$ cat src/rtl/cfg_bitstream_reader.sv
`timescale 1ns/1ps
module cfg_bitstream_reader #(
  parameter int ADDR_W = 6,
  parameter int WORD_W = 16
) (
  input  logic              clk,
  input  logic              cs_n,
  input  logic              rst_oe,
  input  logic              page_en,
  input  logic [1:0]        page_sel,
  input  logic              ser_en,
  input  logic              load_en,
  input  logic [ADDR_W-1:0] load_addr,
  input  logic [WORD_W-1:0] load_data,
  output logic              dout,
  output logic              dout_oe,
  output logic              casc_n
);
  localparam int WORDS  = 1 << ADDR_W;
  localparam int BIT_W  = $clog2(WORD_W);
  localparam int PAGE_W = ADDR_W - 2;
  localparam logic [BIT_W-1:0] LAST_BIT = BIT_W'(WORD_W - 1);

  logic [WORD_W-1:0] mem [WORDS];
  logic [ADDR_W-1:0] addr, base_q, last_q;
  logic [BIT_W-1:0]  bitc;

  wire reading   = ser_en & ~cs_n & rst_oe;
  wire reset_req = ser_en & ~rst_oe;
  wire at_end    = (addr == last_q) && (bitc == LAST_BIT);

  wire [ADDR_W-1:0] base_n = page_en ? {page_sel, {PAGE_W{1'b0}}} : '0;
  wire [ADDR_W-1:0] last_n = page_en ? {page_sel, {PAGE_W{1'b1}}} : '1;

  always_ff @(posedge clk)
    if (load_en) mem[load_addr] <= load_data;

  always_ff @(posedge clk) begin
    if (reset_req) begin
      base_q <= base_n;
      last_q <= last_n;
      addr   <= base_n;
      bitc   <= '0;
    end else if (reading && !at_end) begin
      if (bitc == LAST_BIT) begin
        bitc <= '0;
        addr <= addr + 1'b1;
      end else begin
        bitc <= bitc + 1'b1;
      end
    end
  end

  wire [WORD_W-1:0] rd_word = mem[addr];
  assign dout_oe = reading;
  assign dout    = reading & rd_word[LAST_BIT - bitc];
  assign casc_n  = ~(reading & at_end);

  p_in_range_r2: assert property (@(posedge clk) disable iff (!rst_oe)
    1'b1 |-> (addr >= base_q) && (addr <= last_q));
  p_bit_step_r4: assert property (@(posedge clk) disable iff (!rst_oe)
    (reading && !at_end) |=> bitc == BIT_W'($past(bitc) + 1'b1));
  p_word_step_r4: assert property (@(posedge clk) disable iff (!rst_oe)
    (reading && !at_end && bitc == LAST_BIT) |=> addr == $past(addr) + 1'b1);
  p_hold_deselected_r5: assert property (@(posedge clk) disable iff (!rst_oe)
    (ser_en && cs_n) |=> $stable(addr) && $stable(bitc));
  p_quiet_float_r6: assert property (@(posedge clk) disable iff (!rst_oe)
    !dout_oe |-> !dout);
  p_end_hold_r7: assert property (@(posedge clk) disable iff (!rst_oe)
    (reading && at_end) |=> $stable(addr) && $stable(bitc));
  p_casc_at_end_r8: assert property (@(posedge clk) disable iff (!rst_oe)
    !casc_n |-> (addr == last_q) && !cs_n);
  p_range_latched_r9: assert property (@(posedge clk) disable iff (!rst_oe)
    1'b1 |=> $stable(base_q) && $stable(last_q));
  p_prog_idle_r10: assert property (@(posedge clk) disable iff (!rst_oe)
    !ser_en |=> $stable(addr) && $stable(bitc));
endmodule

$ cat config.mk
export PLATFORM = sky130hd
export DESIGN_NAME = cfg_bitstream_reader
export DESIGN_NICKNAME = d
export VERILOG_FILES = /design/src/rtl/cfg_bitstream_reader.sv
export SDC_FILE = /design/constraint.sdc
export NUM_CORES = 1
export LEC_CHECK = 0
export BUFFER_PORTS_ARGS = -buffer_cell sky130_fd_sc_hd__buf_2
export CORE_ASPECT_RATIO = 1.25
export CORE_MARGIN = 2
export CORE_UTILIZATION = 68
export CTS_CLUSTER_DIAMETER = 150
export DETAILED_ROUTE_END_ITERATION = 8
export GPL_ROUTABILITY_DRIVEN = 0
export GPL_TIMING_DRIVEN = 0
export PLACE_DENSITY_LB_ADDON = 0.08
export REMOVE_ABC_BUFFERS = 1
export SKIP_CTS_REPAIR_TIMING = 1
export SLEW_MARGIN = 30
export SYNTH_ARGS = -nofsm -noshare
export SYNTH_HDL_FRONTEND = slang
export SYNTH_SLANG_ARGS = --single-unit
$ cat constraint.sdc
create_clock -name clk -period 4.3 [get_ports clk]
set_input_delay 0.43 -clock clk [delete_from_list [all_inputs] [get_ports clk]]
set_output_delay 0.43 -clock clk [all_outputs]
set_load 0.01 [all_outputs]
== Word level (Yosys, flattened, before mapping) ==
Memory sizes are Yosys's and may differ from the RTL's. A register that Yosys moved wholly into a read port is not among the register bits.
Index checks and enable logic that the tools add are counted.
Word-level totals
  input port bits: 30
  memory bits (writable): 1024
  memories kept: 1
  register bits after elaboration: 16
  bits in latches: 0
  ROM bits: 0
Memories
  mem: depth 64, width 16, rd ports 1, clocked after Yosys merged registers in 1, wr ports 1, RTL line 24  | logic [WORD_W-1:0] mem [WORDS];
Operators by class
  add/sub/neg operators: 3
  bitwise logic cells: 8
  muxes and demuxes: 10
  reductions and logical operators: 6
  equal/unequal tests: 2
  order comparisons: 1
  divide/modulo/power cells: 0
  $mul: 0
  shift-type cells: 0
Operators by type and width (count)
  $mux 6: 5
  $add 6x1->6 const B: 1
  $eq 6x6->1: 1
  $and 1x1->1: 5
  $lt 4x5->1 const B: 1
  $add 4x1->4 const B: 1
  $bmux 1 s4: 1
  $eq 4x4->1 const B: 1
  $mux 4: 1
  $reduce_bool 2->1: 2
  $sub 4x4->4 const A: 1
  $mux 1: 3
  $not 1->1: 3
  $logic_and 1x1->1: 2
  $reduce_and 2->1: 1
  $logic_not 1->1: 1

== Depth between registers and ports, before layout ==
  depth after elaboration: 7
  gate-level depth with buffers: 14
  mapped depth without buffers: 8

== Worst setup path before layout ==
Ideal clock, no wire load.
  path kind: reg-to-output
  from: reg (tool-made name)
  to: out dout
  path buffers: 1
  required time: 3.870 ns
  path slack: 1.450 ns
  arrival time: 2.420 ns
  stages on the path, launching flop included: 8
  cell sequence: dfxtp_1 -> buf_4 -> mux4_1 -> mux4_2 -> mux2_2 -> a2111oi_4 -> o41a_1 -> o31ai_1
RTL lines
  end: declaration: RTL line 15  | output logic dout,

==> summary.md <==
| Metric | Value |
|---|---|
| ANT nets after route | 0 |
| Initial DRC Count | 3414 |
| Seq/Total Area, Yosys | 0.770 |
| Crit Path Class | flop to output pin |
| Slew Limit Fails | 0 |
| Drt total wl | 104 mm |
| Die X | 222 µm |
| Critical Path End Type | output pin |
| Final min period | 4.43 ns |
| Status | finished with violations |
| Fillers | 2904 |
| First-pass GRT wire length | 139 mm |
| Ys Warns | 0 |
| Simple-gate share of the synthesized area | 0.0280 |
| Synth unique cells | 61 |
| Pleak | 0.0144 µW |
| Final setup fails | 1 |
| Cell taking the most area after synthesis | edfxtp_1 |
| Register Area | 0.0312 mm² |
| DR WL/cell | 36.5 µm |
| Residual DRC | 0 |
| Die area | 0.0615 mm² |
| Multi-input logic area | 0.00940 mm² |
| Fraction of synthesized area in multiplexers | 0.154 |
| Slew headroom | 0.306 |
| CP startpoint kind | flop |
| Crit Path Max Fanout | 32 |
| Xor and xnor area share after synthesis | 0.00216 |
| Vias in the first global route | 20300 |
| Reg clk slew, reported paths | 0.06 ns |
| Setup TNS | -0.132 ns |
| All-layer global routing usage | 0.322 |
| Ys flop type | edfxtp_1 |
| Vias per cell | 7.28 |
| H-Tree Level Count | 3 |
| IO Count | 33 |
| Area growth, synth to finish | 14.6% |
| Post-Syn Area per Cell | 21.7 µm² |
| Initial core utilization | 0.684 |
| Post-Synthesis Cells | 1870 |
| Final nets | 2043 |
| EDFF count, synth | 1032 |
| Drt pass-1 iters | 7 |
| Tightest Pin Transition | 1.04 ns |
| Critical Path RT | 3.87 ns |
| IO buf count | 32 |
| Mapped Area | 0.0405 mm² |
| Worst Path Arrival | 4.00 ns |
| Final Hold Viols | 0 |
| Max-cap viol count | 0 |
| F_max | 226 MHz |
| Power per Cell Area | 455 mW/mm² |
| Die height | 277 µm |
| Clock Tree Buf Depth | 3 |
| Final worst-path cycle share | 1.03 |
| Max VDD drop | 0.000427 V |
| Synth Area in Compound Gates | 0.0270 |
| Fin worst setup slack | -0.132 ns |
| Core area | 0.0592 mm² |
| Yosys reg bits | 1042 |
| Largest net degree at the start of global routing | 65 |
| Cts bufs inserted | 93 |
| Fraction of layout instances using a drive strength above 1 | 0.317 |
| Skew final | 0.00865 ns |
| Dominant cells by area after synthesis | edfxtp_1 77%, mux4_2 13%, mux2i_1 1.4%, nor2_1 0.86%, a22oi_1 0.57% |
| Grt ovf | 0 |
| Max stage delay on crit path | 0.52 ns |
| Largest family of logic cells by synthesized area | multiplexers |
| FP Rows | 100 |
| Clk sinks | 1042 |
| Hold Path Class | primary input to flop |
| Total power | 21100 µW |
| Worst skew pair latency | 0.64 ns |
| Detailed Place HPWL | 55.0 mm |
| Slowest cell on crit path | a31oi_2 |
| CTS tree | done |
| CP Cell Sequence | buf_16 > and2_4 > a22oi_1 > a31oi_2 > o21ai_0 > o41a_1 > o31ai_4 > buf_2 |
| Post-Synth Adder-Cell Area | 0.000618 |
| CTS Root Cell | clkbuf_16 |
| Via count | 20700 |
| Post-synth top area share | 0.765 |
| Async S/R FF share, synth | 0 |
| Failing checks | setup timing |
| Number of antenna violations at the first check in global routing | 1 |
==> layout make-up <==
type                    instances  area share
repair buffers                149      0.0398
inverters                       5    0.000701
clock inverters                46     0.00976
multi-input cells             720       0.203
well taps                     765      0.0206
clock buffers                 120      0.0541
flip-flops and latches       1042       0.672
diodes                          2    0.000108
==> worst max-delay path, delay by kind of cell (launching register included) <==
kind	cells	cell delay [ns]
buf+inv	2	0.54
flops	1	0.51
simple gates	1	0.40
compound gates	5	1.89
==> synth_stat cells, types with 6 or more instances <==
cell type  instances
clkbuf_1          37
mux2_2            11
dfxtp_1           10
mux4_2           239
o22ai_1           20
nand3_1           25
buf_2             22
nand2_1           46
edfxtp_1        1032
nor2b_1           13
a22oi_1           31
buf_6             16
nor2_1            93
o21ai_0           13
nand4_1            8
buf_12             6
nor3_1            18
a21oi_1           26
mux4_1             7
nand2b_1          10
xor2_1             6
buf_1              8
and3_1             7
a31oi_1            9
o221ai_1          15
buf_4             12
mux2i_1           56
==> cells in the final DEF, fill, tap and decap left out, types with 10 or more instances in the layout <==
| cell type | n |
|---|---|
| clkbuf_1 | 23 |
| nor3_1 | 12 |
| edfxtp_1 | 1032 |
| nand3_1 | 22 |
| nand2_1 | 43 |
| o221ai_1 | 10 |
| mux4_2 | 243 |
| a22oi_1 | 30 |
| clkinv_2 | 19 |
| clkbuf_16 | 113 |
| buf_12 | 10 |
| buf_4 | 83 |
| nor2_4 | 62 |
| mux2i_1 | 55 |
| clkinv_1 | 13 |
| o22ai_1 | 20 |
| a21oi_1 | 25 |
| buf_2 | 16 |
| buf_16 | 16 |
| mux2_2 | 10 |
| nor2_1 | 28 |
==> through the flow <==
stage / hold slack (ns) / setup WS [ns] / instance area, µm² / cells / utilization
after global placement: 0.560 / -14.72 / 40900 / 2564 / 0.691
after floorplan: 0.524 / -8.92 / 39800 / 1767 / -
final: 0.0807 / -0.132 / 46400 / 2849 / 0.784
after global routing: 0.103 / -0.120 / 46400 / 2847 / 0.784
after detailed placement: 0.581 / -0.453 / 42000 / 2590 / 0.710
after CTS: 0.0441 / -1.16 / 45000 / 2756 / 0.760
==> worst paths after layout <==
path,from,endpoint,slack (ns),cells after the start
max,flop,dout,-0.13,8
min,page_sel[1],last_q[5],0.08,2
max reg2reg,bitc[0],flop,1.38,7
min reg2reg,addr[1],flop,0.61,2
==> sequential cells by signal, summed over array words and instances (netlist names), named ones only <==
name,flops
mem,1024
addr,6
bitc,4
last_q,2
==> power by group <==
group / internal [µW] / switching, µW
Combinational: 610 / 956
Sequential: 11200 / 86.5
Clock: 4660 / 3580
Total: 16500 / 4630
==> routing by layer <==
layer / vias up / track usage / wire length [µm]
met5: - / 0 / 0
met2: 1543 / 0.506 / 51300
met4: 0 / 0.171 / 6280
li1: 8180 / - / -
met3: 323 / 0.0693 / 11300
met1: 10700 / 0.432 / 35100
==> cell families (layout without fill, tap and decap cells) <==
kind of cell,after synthesis,in the layout
XOR/XNOR,10,10
buffers and inverters,108,320
flip-flops,1042,1042
adder cells (fa/ha/maj),2,2
multiplexers,313,313
AO/OA/AOI/OAI,153,153
AND/OR/NAND/NOR,242,242
other,0,2
(Power assumes the default switching activity.)
